File: src/rtl/cct_pkg.sv
package cct_pkg;

    typedef enum logic [1:0] {
        EDGE_NONE = 2'b00,
        EDGE_RISE = 2'b01,
        EDGE_FALL = 2'b10,
        EDGE_BOTH = 2'b11
    } edge_sel_e;

    // control word layout: bit3 irq enable, bits2:1 edge select, bit0 run
    typedef struct packed {
        logic      irq_en;
        edge_sel_e edge_sel;
        logic      run;
    } ctrl_t;

    localparam int CTRL_W    = $bits(ctrl_t);
    localparam int FLAG_N    = 2;
    localparam int FLAG_COMP = 0;
    localparam int FLAG_CAPT = 1;

    localparam int ADR_CTRL = 0;
    localparam int ADR_CMP  = 1;
    localparam int ADR_CAP  = 2;
    localparam int ADR_CNT  = 3;
    localparam int ADR_STAT = 4;

endpackage

File: src/rtl/cct_sync.sv
module cct_sync
    import cct_pkg::*;
#(
    parameter int STAGES = 2
) (
    input  logic      clk,
    input  logic      rst_n,
    input  logic      pin,
    input  edge_sel_e sel,
    output logic      edge_hit
);
    typedef struct packed {
        logic [STAGES-1:0] chain;
        logic              prev;
    } sync_st_t;

    sync_st_t st_d, st_q;
    logic     synced, rise, fall;

    always_comb begin
        st_d       = st_q;
        st_d.chain = {st_q.chain[STAGES-2:0], pin};
        st_d.prev  = st_q.chain[STAGES-1];
    end

    always_ff @(posedge clk or negedge rst_n) begin
        if (!rst_n) st_q <= '0;
        else        st_q <= st_d;
    end

    assign synced = st_q.chain[STAGES-1];
    assign rise   = synced & ~st_q.prev;
    assign fall   = ~synced & st_q.prev;

    always_comb begin
        unique case (sel)
            EDGE_NONE: edge_hit = 1'b0;
            EDGE_RISE: edge_hit = rise;
            EDGE_FALL: edge_hit = fall;
            EDGE_BOTH: edge_hit = rise | fall;
            default:   edge_hit = 1'b0;
        endcase
    end
endmodule

File: src/rtl/cct_counter.sv
module cct_counter #(
    parameter int CNT_W = 16
) (
    input  logic             clk,
    input  logic             rst_n,
    input  logic             run,
    input  logic [CNT_W-1:0] cmp,
    output logic [CNT_W-1:0] cnt,
    output logic             match
);
    typedef struct packed {
        logic [CNT_W-1:0] cnt;
    } cnt_st_t;

    cnt_st_t          st_d, st_q;
    logic [CNT_W-1:0] cnt_inc;

    assign cnt_inc = st_q.cnt + 1'b1;

    always_comb begin
        st_d = st_q;
        if (run) st_d.cnt = cnt_inc;
    end

    always_ff @(posedge clk or negedge rst_n) begin
        if (!rst_n) st_q <= '0;
        else        st_q <= st_d;
    end

    assign cnt   = st_q.cnt;
    assign match = run && (cnt_inc == cmp);
endmodule

File: src/rtl/cct_flags.sv
module cct_flags #(
    parameter int N = 2
) (
    input  logic         clk,
    input  logic         rst_n,
    input  logic [N-1:0] set,
    input  logic         rd_stat,
    input  logic         clr,
    output logic [N-1:0] flags,
    output logic [N-1:0] seen
);
    typedef struct packed {
        logic [N-1:0] flag;
        logic [N-1:0] seen;
    } flag_st_t;

    flag_st_t st_d, st_q;

    always_comb begin
        st_d = st_q;
        for (int i = 0; i < N; i++) begin
            if (clr && st_q.seen[i]) begin
                st_d.flag[i] = 1'b0;
                st_d.seen[i] = 1'b0;
            end
            if (rd_stat && st_q.flag[i]) st_d.seen[i] = 1'b1;
            if (set[i])                  st_d.flag[i] = 1'b1;
        end
    end

    always_ff @(posedge clk or negedge rst_n) begin
        if (!rst_n) st_q <= '0;
        else        st_q <= st_d;
    end

    assign flags = st_q.flag;
    assign seen  = st_q.seen;
endmodule

File: src/rtl/cct_timer.sv
module cct_timer
    import cct_pkg::*;
#(
    parameter int CNT_W  = 16,
    parameter int ADDR_W = 3,
    parameter int SYNC_N = 2
) (
    input  logic              clk,
    input  logic              rst_n,
    input  logic [ADDR_W-1:0] bus_addr,
    input  logic              bus_rd,
    input  logic              bus_wr,
    input  logic [CNT_W-1:0]  bus_wdata,
    output logic [CNT_W-1:0]  bus_rdata,
    input  logic              tmr_in,
    output logic              irq
);
    localparam logic [CNT_W-1:0] CMP_RST = '1;

    typedef struct packed {
        ctrl_t            ctrl;
        logic [CNT_W-1:0] cmp;
        logic [CNT_W-1:0] cap;
        logic [CNT_W-1:0] rdata;
    } regs_t;

    regs_t             r_d, r_q;
    logic [CNT_W-1:0]  cnt;
    logic              comp_hit, capt_hit;
    logic [FLAG_N-1:0] flags, seen;
    logic              sel_ctrl, sel_cmp, sel_cap, sel_cnt, sel_stat;
    logic              rd_stat, clr;
    logic [CNT_W-1:0]  rd_mux;

    assign sel_ctrl = bus_addr == ADDR_W'(ADR_CTRL);
    assign sel_cmp  = bus_addr == ADDR_W'(ADR_CMP);
    assign sel_cap  = bus_addr == ADDR_W'(ADR_CAP);
    assign sel_cnt  = bus_addr == ADDR_W'(ADR_CNT);
    assign sel_stat = bus_addr == ADDR_W'(ADR_STAT);
    assign rd_stat  = bus_rd && sel_stat;
    assign clr      = bus_wr && sel_stat && (bus_wdata == '0);

    cct_counter #(.CNT_W(CNT_W)) u_cnt (
        .clk   (clk),
        .rst_n (rst_n),
        .run   (r_q.ctrl.run),
        .cmp   (r_q.cmp),
        .cnt   (cnt),
        .match (comp_hit)
    );

    cct_sync #(.STAGES(SYNC_N)) u_sync (
        .clk      (clk),
        .rst_n    (rst_n),
        .pin      (tmr_in),
        .sel      (r_q.ctrl.edge_sel),
        .edge_hit (capt_hit)
    );

    cct_flags #(.N(FLAG_N)) u_flags (
        .clk     (clk),
        .rst_n   (rst_n),
        .set     ({capt_hit, comp_hit}),
        .rd_stat (rd_stat),
        .clr     (clr),
        .flags   (flags),
        .seen    (seen)
    );

    always_comb begin
        rd_mux = '0;
        if (sel_ctrl) rd_mux = CNT_W'(r_q.ctrl);
        if (sel_cmp)  rd_mux = r_q.cmp;
        if (sel_cap)  rd_mux = r_q.cap;
        if (sel_cnt)  rd_mux = cnt;
        if (sel_stat) rd_mux = CNT_W'(flags);
    end

    always_comb begin
        r_d = r_q;
        if (bus_wr && sel_ctrl) r_d.ctrl = ctrl_t'(bus_wdata[CTRL_W-1:0]);
        if (bus_wr && sel_cmp)  r_d.cmp  = bus_wdata;
        if (capt_hit)           r_d.cap  = cnt;
        if (bus_rd)             r_d.rdata = rd_mux;
    end

    always_ff @(posedge clk or negedge rst_n) begin
        if (!rst_n) begin
            r_q.ctrl  <= '0;
            r_q.cmp   <= CMP_RST;
            r_q.cap   <= '0;
            r_q.rdata <= '0;
        end else begin
            r_q <= r_d;
        end
    end

    assign bus_rdata = r_q.rdata;
    assign irq       = r_q.ctrl.irq_en && (flags != '0);
endmodule

File: config.mk
export PLATFORM = sky130hd
export DESIGN_NAME = cct_timer
export DESIGN_NICKNAME = d
export VERILOG_FILES = /design/src/rtl/cct_pkg.sv /design/src/rtl/cct_sync.sv /design/src/rtl/cct_counter.sv /design/src/rtl/cct_flags.sv /design/src/rtl/cct_timer.sv
export SDC_FILE = /design/constraint.sdc
export NUM_CORES = 1
export LEC_CHECK = 0
export BUFFER_PORTS_ARGS = -buffer_cell sky130_fd_sc_hd__buf_2
export CAP_MARGIN = 20
export CELL_PAD_IN_SITES_DETAIL_PLACEMENT = 1
export CELL_PAD_IN_SITES_GLOBAL_PLACEMENT = 1
export CORE_ASPECT_RATIO = 1.1
export CORE_MARGIN = 5
export CORE_UTILIZATION = 28
export DETAILED_ROUTE_END_ITERATION = 10
export GPL_TIMING_DRIVEN = 0
export PLACE_DENSITY = 0.61
export SETUP_SLACK_MARGIN = 0.4
export SLEW_MARGIN = 20
export SYNTH_ARGS = -nofsm -noshare
export SYNTH_HDL_FRONTEND = slang
export SYNTH_HIERARCHICAL = 1
export SYNTH_SLANG_ARGS = --single-unit
File: constraint.sdc
create_clock -name clk -period 2.76 [get_ports clk]
set_input_delay 0.414 -clock clk [delete_from_list [all_inputs] [get_ports clk]]
set_output_delay 0.414 -clock clk [all_outputs]
set_load 0.02 [all_outputs]
## Yosys cells after proc, flatten, opt, wreduce, memory -nomap -nowiden

Index checks and enable logic that the tools add are counted.

- Muxes and demuxes: 12
- Equality and inequality tests: 8
- Reduce and logical (&&, ||, !) cells: 19
- Add/subtract/negate cells: 1
- Bitwise operators: 5

Operators by type and width:

| cell | number |
|---|---|
| $mux W16 | 4 |
| $add A16 B1 Y16 const B | 1 |
| $eq A16 B16 Y1 | 1 |
| $logic_not A16 Y1 | 1 |
| $logic_and A1 B1 Y1 | 11 |
| $reduce_bool A2 Y1 | 5 |
| $eq A3 B2 Y1 const B | 2 |
| $mux W1 | 6 |
| $eq A2 B2 Y1 const B | 2 |
| $mux W4 | 1 |
| $pmux W1 S4 | 1 |
| $eq A3 B1 Y1 const B | 1 |
| $eq A3 B3 Y1 const B | 1 |
| $logic_not A3 Y1 | 1 |
| $and A1 B1 Y1 | 2 |
| $eq A2 B1 Y1 const B | 1 |
| $logic_not A2 Y1 | 1 |
| $not A1 Y1 | 2 |
| $or A1 B1 Y1 | 1 |

- Register bits after elaboration: 75
- Output and inout bits: 17

## Logic depth before layout (Yosys ltp)

- Word-level depth: 6
- Mapped depth: 8

## Cells and area by module

The synthesis kept the hierarchy.

By module, submodules not included:

| module | instances | cells each | sequential area each (µm²) | area each (µm²) |
|---|---|---|---|---|
| cct_timer | 1 | 196 | 1321.3 | 2537.4 |
| cct_counter | 1 | 128 | 400.4 | 1191.1 |
| cct_flags | 1 | 14 | 100.1 | 147.6 |
| cct_sync | 1 | 12 | 75.1 | 133.9 |

## Worst setup path after synthesis

No wires, ideal clock.

- Kind: reg2reg
- Start point: reg u_cnt.st_q, in the netlist u_cnt/cnt[0]
- End point: reg u_flags.st_q, in the netlist u_flags/flags[0]
- Data required time: 2.696 ns
- Cell stages (with the launch flop): 9
- Data arrival time: 1.907 ns
- Setup slack: 0.790 ns
- Clock period less this slack: 1.970 ns
- Setup time: 0.064 ns
- Cells stage by stage: dfrtp_1 > ha_1 > buf_2 > nand4_1 > nor4_1 > xnor2_1 > o211ai_1 > nor4_2 > a21o_1

- Longest elaborated chain between the ends: 4
- Elaborated cells between the ends (all ways): 5

RTL lines:

| item | line | RTL |
|---|---|---|
| start, declared | cct_counter.sv:15 | `cnt_st_t st_d, st_q;` |
| start signal, assigned | cct_counter.sv:27 | `else st_q <= st_d;` |
| $add A16 B1 Y16 * | cct_counter.sv:18 | `assign cnt_inc = st_q.cnt + 1'b1;` |
| $eq A16 B16 Y1 * | cct_counter.sv:31 | `assign match = run && (cnt_inc == cmp);` |
| $logic_and A1 B1 Y1 * | cct_counter.sv:31 |  |
| named net comp_hit | cct_timer.sv:29 | `logic comp_hit, capt_hit;` |
| $mux W1 or $reduce_bool A2 Y1 (tied branches) | n/a |  |
| end signal, assigned | cct_flags.sv:33 | `else st_q <= st_d;` |
| end, declared | cct_flags.sv:17 | `flag_st_t st_d, st_q;` |

The timed path passes the listed nets; every way through them passes the cells marked *.
A chain may end at the register's enable or synchronous reset.

## Worst setup path in the final report

- Start point: reg u_cnt.st_q, in the netlist u_cnt/cnt[1]
- End point: reg u_flags.st_q, in the netlist u_flags/flags[0]

Same word-level chain as after synthesis.

==> qor_table.md <==
| Group | Item | This run |
|---|---|---|
| power | Static leakage | 2.08 nW |
| power | Net switching component of the power | 1.10 mW |
| timing | Worst setup skew after layout | 0.00646 ns |
| placed design | Global placer's final weighted congestion | 0.817 |
| timing | Max Slew Vio Count | 0 |
| floorplanning | Die width | 124 um |
| logic synthesis | Synthesis-stage register bit count | 75 |
| logic synthesis | Prevailing post-synth register cell | sky130_fd_sc_hd__dfrtp_1 |
| timing | Final period utilization | 80.8% |
| placed design | IO buf count | 39 |
| flow run | Max-cap violations | 0 |
| clock tree | H-tree lvl count | 3 |
| timing | Maximum frequency from static timing analysis | 0.449 GHz |
| floorplanning | Total I/O pin count | 41 |
| clock tree | Clock input transition at the sequential cells of the worst setup and hold paths | 0.06 ns |
| power | Sum of internal, switching and leakage power | 3.60 mW |
| clock tree | Cell chosen for the clock root | sky130_fd_sc_hd__clkbuf_16 |
| logic synthesis | Sequential element share of the synthesized area | 47.3% |
| route | Routed wire length per instance | 16.9 um |
| grt | Number of global-route vias before repair | 3,021 |
| status | Result of the run | complete, no violations |
| timing | Fin crit period | 2.23 ns |
| worst setup path | Arrival @ worst endpoint | 2.51 ns |
| clock tree | Clock buffers created by TritonCTS | 9 |
| logic synthesis | Post-Syn Instances | 350 |
| logic synthesis | Area fraction in and, or, nand and nor cells after synthesis | 11.2% |
| route | Detailed-route wire length | 10,100 um |
| timing | Number of setup violations in the final report | 0 |
| route | First-iteration detailed-routing DRC count | 78 |
| route | Via total after detailed routing | 2,848 |
| grt | Maximum number of pins on one net before global-route repair | 40 |
| worst setup path | Startpoint type of the worst setup path | register |
| power | Clk network pwr share | 32.4% |
| floorplanning | Die Area | 16,800 um^2 |
| floorplanning | Die Ht | 136 um |
| route | Routed Antenna Nets | 0 |
| grt | Global-route congestion overflow total | 0 |
| clock tree | Maximum buffer depth of the clock tree | 2 |
| timing | Hold violation total from the final report | 0 |
| logic synthesis | Post-synth net total | 377 |
| route | Count of TritonRoute iterations in the first routing pass | 4 |
| route | DRC violations left | 0 |
| cells and area | Final net count | 432 |
| timing | Total negative slack | 0 ns |
| timing | Worst Max-Slew Pin Slew | 0.630 ns |
| power | Maximum vdd drop | 0.000261 V |
| logic synthesis | Adder-cell share of the synthesized area | 0.936% |
| logic synthesis | Post-synthesis area per instance | 11.5 um^2 |
| power | Switching power share of the total | 30.6% |
| clock tree | Hold_buf cts | 0 |
| grt | Initial antenna violation count | 0 |
| placed design | Placed cell areas | 4460 um^2 |
| timing | Unrepaired setup endpoints after global routing | no |
| logic synthesis | Largest family of logic cells by synthesized area | multiplexers |
| logic synthesis | Ys async rst share | 100% |
| route | Via-to-Cell Ratio | 4.76 |
| logic synthesis | Share of the synthesized area in compound gates (AO/OA/AOI/OAI) | 7.64% |
| grt | Wire length of the first global-routing pass | 16,300 um |
| logic synthesis | Xor and xnor fraction of the mapped netlist area | 8.71% |
| placed design | Worst-case setup slack after placement | 0.238 ns |
| worst setup path | Endpoint required time on the critical path | 3.04 ns |
| logic synthesis | Post-synth design cell area | 4010 um^2 |
| placed design | Hpwl dp | 7720 um |
| logic synthesis | Count of flip-flops with a built-in enable after synthesis | 0 |
| cells and area | Share of post-route cells with drive strength above 1 | 39.5% |
| power | Part of the total power dissipated in sequential elements | 41.6% |
| timing | Post-route setup slack | 0.531 ns |
| power | Cell internal pwr | 2.50 mW |
| cells and area | Area growth, synth to finish | 20.1% |
| clock tree | Clock tree from TritonCTS | done |
| power | Power share of the combinational group | 26.0% |
| timing | Normalized max-slew margin | 57.6% |
| worst hold path | Worst hold path type | in -> async |
| power | P per Cell Area | 748 nW/um^2 |
| floorplanning | FP Rows | 45 |
| worst setup path | Critical path peak fanout | 8 |
| logic synthesis | Yosys cell types | 49 |
| floorplanning | Core Region | 13,900 um^2 |
| logic synthesis | Multiplexer share of the synthesized area | 16.0% |
| cells and area | Number of antenna diodes | 0 |
| worst setup path | Critical path start-end classification | reg -> reg |
| grt | Overall global routing resource usage | 12.7% |
| floorplanning | Starting Density | 28.8% |
| worst setup path | Critical path capture point type | register |
| cells and area | Final instance area | 4820 um^2 |
| logic synthesis | Yosys warning count | 6 |
| clock tree | Clk_lat worst skew | 0.34 ns |
| clock tree | Total number of clock tree sinks | 75 |
[cells in the final DEF (no fill, tap or decap), drive strengths merged, types with 6 or more instances in the layout]
| master | n |
|---|---|
| a22oi | 13 |
| buf | 77 |
| clkbuf | 15 |
| dfrtp | 59 |
| dfstp | 16 |
| inv | 19 |
| mux2 | 49 |
| nand2 | 24 |
| nand3 | 6 |
| nand4 | 11 |
| nor2 | 8 |
| nor2b | 6 |
| nor4 | 6 |
| o21ai | 9 |
| o22ai | 12 |
| xnor2 | 28 |
| xor2 | 11 |
[metrics by stage]
step	util (%)	hold slack [ns]	cells
6_report	34.6	0.0331	598
5_1_grt	34.6	0.0797	598
4_1_cts	34.3	0.0563	595
3_5_place_dp	32.1	0.336	578
3_3_place_gp	31.9	0.344	577
2_1_floorplan	-	0.118	350
[logic make-up after synthesis]
group / count (synthesis)
adders and majority gates: 3
DFF: 75
muxes: 53
and+or+nand+nor: 78
xor gates and xnor gates: 39
buffers and inverters: 57
AOI/OAI and AO/OA: 45
[synthesized netlist by cell type (2+ instances only)]
cell	instances	area, um^2
sky130_fd_sc_hd__a21o_1	2	15.0
sky130_fd_sc_hd__a21oi_1	2	10.0
sky130_fd_sc_hd__a22oi_1	13	97.6
sky130_fd_sc_hd__buf_2	9	45.0
sky130_fd_sc_hd__buf_4	19	143
sky130_fd_sc_hd__buf_6	4	45.0
sky130_fd_sc_hd__clkbuf_1	4	15.0
sky130_fd_sc_hd__dfrtp_1	59	1480
sky130_fd_sc_hd__dfstp_2	16	420
sky130_fd_sc_hd__ha_1	3	37.5
sky130_fd_sc_hd__inv_1	19	71.3
sky130_fd_sc_hd__mux2_1	10	113
sky130_fd_sc_hd__mux2_2	39	439
sky130_fd_sc_hd__mux4_2	4	90.1
sky130_fd_sc_hd__nand2_1	24	90.1
sky130_fd_sc_hd__nand2b_1	2	12.5
sky130_fd_sc_hd__nand3_1	6	30.0
sky130_fd_sc_hd__nand4_1	10	62.6
sky130_fd_sc_hd__nor2_1	8	30.0
sky130_fd_sc_hd__nor2b_1	6	37.5
sky130_fd_sc_hd__nor3_1	4	20.0
sky130_fd_sc_hd__nor4_1	5	31.3
sky130_fd_sc_hd__nor4bb_1	2	20.0
sky130_fd_sc_hd__o21ai_0	7	35.0
sky130_fd_sc_hd__o21ai_1	2	10.0
sky130_fd_sc_hd__o22ai_1	12	75.1
sky130_fd_sc_hd__xnor2_1	27	236
sky130_fd_sc_hd__xor2_1	11	96.3
[layer usage]
layer | track usage (%) | wire length, um
met5 | 0 | 0
met4 | 5.30 | 227
met3 | 2.67 | 297
met2 | 21.7 | 5300
met1 | 15.5 | 4310
[flip-flops by register name (all words and copies together) (netlist names)]
name           flops
u_flags/seen       2
u_sync/st_q        1
u_flags/flags      2
r_q               36
u_sync/st_d        2
u_cnt/cnt         16
bus_rdata         16
[power groups by stage]
stage / clock network (mW) / logic [mW] / registers (mW)
after global routing: 1.24 / 1.02 / 1.52
after global placement: 0 / 0.870 / 1.51
after floorplan: 0 / 0.684 / 1.45
after detailed placement: 0 / 0.892 / 1.52
after CTS: 1.19 / 0.902 / 1.50
final: 1.17 / 0.938 / 1.50
[worst max-delay path: stages, from the launching register on]
cell and delay (ns):
sky130_fd_sc_hd__dfrtp_2 0.41, sky130_fd_sc_hd__ha_1 0.16, sky130_fd_sc_hd__buf_2 0.19, sky130_fd_sc_hd__nand4_1 0.11, sky130_fd_sc_hd__buf_4 0.19, sky130_fd_sc_hd__nor4_4 0.25
sky130_fd_sc_hd__xnor2_1 0.16, sky130_fd_sc_hd__o211ai_1 0.14, sky130_fd_sc_hd__nor4_2 0.45, sky130_fd_sc_hd__a21o_1 0.12
[final cells by class]
type | instances | area, um^2
fillers | 1551 | 9090
flip-flops and latches | 75 | 1900
multi-input cells | 218 | 1810
plain buffers | 38 | 256
repair buffers | 44 | 248
well taps | 188 | 235
clock buffers | 10 | 229
inverters | 19 | 71.3
clock inverters | 6 | 67.6
[worst paths after layout]
check                      depth (start not counted)                to           start  slack (ns)
max in group asynchronous                          2           r_q[38]           rst_n        2.08
setup reg to reg                                   9  u_flags/flags[0]    u_cnt/cnt[1]        0.53
hold reg to reg                                    0    u_sync/st_d[0]  u_sync/st_d[2]        0.36
min in group clk                                   1    u_sync/st_d[2]          tmr_in        0.18
setup / recovery                                   9  u_flags/flags[0]    u_cnt/cnt[1]        0.53
hold / removal                                     1  u_flags/flags[1]           rst_n        0.03
[what timing repair did]
action                     CTS  global route
pin swaps                    2             1
setup endpoints to repair    1             1
buffers inserted             1             3
resized for setup            2             4
Note: power is estimated with default switching activity, not from simulation.
